### config.mk
export PLATFORM = sky130hd
export DESIGN_NAME = trice_bin
export DESIGN_NICKNAME = d
export VERILOG_FILES = /design/src/rtl/trice_bin.sv
export SDC_FILE = /design/constraint.sdc
export NUM_CORES = 1
export LEC_CHECK = 0
export BUFFER_PORTS_ARGS = -buffer_cell sky130_fd_sc_hd__buf_2
export CORE_UTILIZATION = 55
export DETAILED_ROUTE_END_ITERATION = 10
export GPL_ROUTABILITY_DRIVEN = 0
export PLACE_DENSITY = 0.81
export SLEW_MARGIN = 20
export SYNTH_ARGS = -nofsm -noshare
export SYNTH_HDL_FRONTEND = slang
export SYNTH_SLANG_ARGS = --single-unit
### constraint.sdc
create_clock -name clk -period 7 [get_ports clk]
set_clock_uncertainty 0.15 [all_clocks]
set_input_delay 0.35 -clock clk [delete_from_list [all_inputs] [get_ports clk]]
set_output_delay 0.35 -clock clk [all_outputs]
set_load 0.005 [all_outputs]
### src/rtl/trice_bin.sv
module trice_bin #(
  parameter int VAL_W  = 8,
  parameter int MAXP_W = 4,
  parameter int K_W    = 3,
  parameter int STR_W  = 32,
  parameter int LEN_W  = $clog2(STR_W + 1)
) (
  input  logic              clk,
  input  logic              rst,
  input  logic              i_valid,
  input  logic [VAL_W-1:0]  i_val,
  input  logic [MAXP_W-1:0] i_max,
  input  logic [K_W-1:0]    i_k,
  output logic              o_valid,
  output logic [STR_W-1:0]  o_bins,
  output logic [LEN_W-1:0]  o_len
);

  localparam logic [STR_W-1:0] ALL1 = '1;

  logic [VAL_W-1:0] pfx_raw, cap, pfx;
  logic             at_cap;
  logic [LEN_W-1:0] len_n;
  logic [STR_W-1:0] ones, sfx, bins_n;

  assign pfx_raw = i_val >> i_k;
  assign cap     = VAL_W'(i_max);
  assign at_cap  = pfx_raw >= cap;
  assign pfx     = at_cap ? cap : pfx_raw;

  assign len_n = LEN_W'(pfx) + {{(LEN_W-1){1'b0}}, ~at_cap} + LEN_W'(i_k);

  assign ones   = ~(ALL1 >> pfx);
  assign sfx    = STR_W'(i_val) & ~(ALL1 << i_k);
  assign bins_n = ones | (sfx << (LEN_W'(STR_W) - len_n));

  always_ff @(posedge clk) begin
    if (rst) begin
      o_valid <= 1'b0;
      o_bins  <= '0;
      o_len   <= '0;
    end else begin
      o_valid <= i_valid;
      if (i_valid) begin
        o_bins <= bins_n;
        o_len  <= len_n;
      end
    end
  end

  a_r7_valid_follows: assert property (@(posedge clk) disable iff (rst)
    i_valid |=> o_valid);

  a_r7_valid_drops: assert property (@(posedge clk) disable iff (rst)
    !i_valid |=> !o_valid);

  a_r8_hold: assert property (@(posedge clk) disable iff (rst)
    !i_valid |=> ($stable(o_bins) && $stable(o_len)));

  a_r6_tail_zero: assert property (@(posedge clk) disable iff (rst)
    (o_bins & (ALL1 >> o_len)) == '0);

  a_r9_reset_clears: assert property (@(posedge clk)
    rst |=> (!o_valid && o_bins == '0 && o_len == '0));

endmodule

==> key figures <==
Timing
  • Setup ws final: 1174 ps
  • Measured slew at the worst slew-check pin: 626.7 ps
  • Unrepaired setup endpoints after global routing: false
  • Fmax: 0.1717 GHz
  • Setup violators final: 0
  • Post-Route Setup TNS: 0 ps
  • Slew Viols, Final: 0
  • Min Tclk post-route: 5826 ps
  • Fin crit share: 83.23%
  • Final Hold Viols: 0
  • Slew headroom: a little under three fifths

Floorplanning
  • Die width: around 73 microns
  • Io pins: 57
  • Initial Util: 57.65%
  • Rows: 25
  • Core region area: 4786 sq um
  • Vert. Die Dim: 72.83 microns
  • Die footprint: 5303 sq um

Routing
  • WL per Instance: between 15 and 20 microns
  • DRC errors left: 0
  • DR vias/cell: ~5.8
  • Routed wire length: 6998 microns
  • DR pass1 iterations: 4
  • 1st-iter DRT viols: 227
  • Via count: 2,579
  • Antenna-violating nets left: 0

Yosys
  • Ranking of synthesized cells by area: dfxtp_1 28%, mux2i_1 5.4%, nand2_1 5.2%
  • Syn avg cell area: 8.285 sq um
  • Adder-Cell Fraction of Synth Area: 4.626%
  • Compound-Gate Fraction of Synth Area: 24.13%
  • EDFF count, synth: 0
  • Sequential share of the synthesized area: between 20 and 30%
  • Mux contribution to synthesized area: roughly an eighth
  • Top_reg_cell synth: dfxtp_1
  • Largest family of logic cells by synthesized area: compound AO/OA/AOI/OAI gates
  • Synth Instances: roughly 330
  • Yosys top cell by area: dfxtp_1
  • Post-Syn Nets: 360
  • Xor/xnor cell area share of the yosys netlist: 4.036%
  • Yosys top cell area share: 28.30%
  • Post-Syn Area: 2759 sq um
  • Post-synthesis simple-gate area fraction: around a fifth
  • Ys async rst share: 0%
  • Flops & latches, synth: 39
  • Post-synthesis cell type count: 59
  • Warnings from Yosys: 0

Worst setup path
  • Critical path startpoint category: input pin
  • Setup CP Type: in -> reg
  • Setup crit end kind: flop
  • CP Max Fanout: 19
  • Crit path largest cell delay: 480 ps
  • Cells along the critical path: buf_2, mux2_2, mux4_2, inv_1, ha_1, nand2b_1, a211oi_1, o211a_1, mux2i_1, inv_1, fa_1, fa_1, xnor2_2, and2_0, xnor2_1, a22oi_1, mux2i_4, a221oi_1, nor3_1
  • CP arrival: 5850 ps
  • WP data required: 7020 ps
  • Slowest-stage cell, CP: mux4_2
  • Reg2reg path depth: 4

Clock tree
  • Root Buffer: clkbuf_8
  • Inserted Clock Buffers: 5
  • CTS tree: done
  • H-tree levels: 2
  • Max Buffers Root-to-Sink: 2
  • Clock latency on the worst-skew pair: 290 ps
  • Clock Sinks: 39
  • Postcts setup bufs: 0
  • Clock Pin Slew Worst Setup and Hold Paths: 70 ps
  • Cts repair resizes: 0
  • # hold bufs at CTS: 0

GRT
  • Grt met1 use: 35.82%
  • GRT Total Usage: 28.19%
  • Grt ovf: 0
  • Vias in the first global route: between 2,000 and 2,500
  • M2 GR Usage: 48.08%
  • Initial antenna violation count: 0
  • Most Used Layer, Global Route: met2
  • Global-route wire length before repair: 11,500 microns
  • Largest net degree at the start of global routing: 34
  • Met3 Usage GRT: under 10%

Power and ir drop
  • PwrDens: 288.1 nW/um^2
  • Max IR drop VDD: 0.1309 mV
  • Lkg Pwr: 1.386 nW

Place
  • Hpwl dp: 5410 microns
  • Port bufs: 56
  • Worst slack at placement: 915.1 ps

Worst hold path
  • Worst hold path type: reg -> reg
  • Hold path cells: 2

Layout
  • Area growth syn-to-layout: 12.65%
  • Layout cell share with drive strength beyond 1: between 20% and 30%
  • Total Nets Final: 405
  • Most common cell after layout, fill and taps aside: buf_2
  • Most frequent cells in the layout: 56 x buf_2, 39 x dfxtp_1, 38 x nand2_1
  • Number of diodes: 0

Outcome
  • Status: completed

Job
  • Max-cap viol count: 0
==> layer usage <==
metal	share of wire (%)	vias to the layer above	wire length (microns)
met5	0	-	0
met2	48	109	3394
met1	43	1174	3034
met4	1.5	0	108
met3	6.6	13	461
li1	-	1283	-
==> critical path, delay by kind of cell <==
family	cells	cell delay (ps)
AO/OA/AOI/OAI	4	1320
XOR/XNOR	2	530
adder cells (fa/ha/maj)	3	1110
buffers and inverters	3	480
multiplexers	4	1440
AND/OR/NAND/NOR	3	610
==> cells in the mapped netlist (2+ instances only) <==
master    number
dfxtp_1       39
nand2_1       38
nor2_1        36
o21ai_0       21
a21oi_1       16
inv_1         16
mux2i_1       15
clkbuf_1      11
nand2b_1      11
nand3_1       10
a22o_1         7
ha_1           7
nor3_1         7
o21ai_1        6
and2_1         5
a211oi_1       4
a22oi_1        4
buf_2          4
buf_6          4
mux2_2         4
o31ai_1        4
a221oi_1       3
a31oi_1        3
mux2_4         3
mux2i_4        3
nor2b_1        3
o21a_1         3
xnor2_1        3
xnor2_2        3
a311oi_1       2
a32oi_1        2
and3_1         2
fa_1           2
mux4_2         2
nor2_2         2
o21ai_2        2
o21bai_1       2
o22ai_1        2
o311ai_0       2
==> power breakdown <==
| part | leakage, nW | internal (mW) | switching, mW |
|---|---|---|---|
| sequential | 0.319 | 0.244 | 0.00983 |
| combinational | 1.03 | 0.186 | 0.309 |
| clock | 0.0422 | 0.0699 | 0.0772 |
==> registers in the layout (all words and copies together), names as in the netlist <==
signal	flops
o_bins	32
o_valid	1
o_len	6
==> through the flow <==
step                      hold WS, ps  instances  cell area [sq um]  power (mW)  utilization [%]
after floorplan                 296.0        333               2759      0.6306                -
after global placement          282.8        438               3024      0.7355            63.19
after detailed placement        291.4        438               3024      0.7462            63.19
after CTS                       301.4        446               3105      0.8891            64.89
after global routing            325.8        446               3108      0.9562            64.94
final                           299.0        446               3108      0.8955            64.94
==> path summary, 6_finish.rpt <==
kind                     end  startpoint  slack (ps)
setup / recovery  o_bins[20]      i_k[2]        1170
hold reg to reg    o_bins[9]   o_bins[9]         300
setup reg to reg  o_bins[28]  o_bins[28]        6070
hold / removal     o_bins[9]   o_bins[9]         300
==> layout make-up <==
cell class / instances / area [sq um]
fillers: 441 / 1678
clock buffers: 7 / 76.32
inverters: 16 / 60.06
repair buffers: 57 / 287.8
well taps: 67 / 83.83
flip-flops and latches: 39 / 780.7
multi-input cells: 259 / 1814
clock inverters: 1 / 5.005
==> cell families (layout without fill, tap and decap cells) <==
group	count (synthesis)	count (layout)
buffers and inverters	35	81
and+or+nand+nor	119	119
xor gates and xnor gates	8	8
muxes	27	27
adders and majority gates	9	9
DFF	39	39
AOI/OAI and AO/OA	96	96
Note: power is estimated with default switching activity, not from simulation.
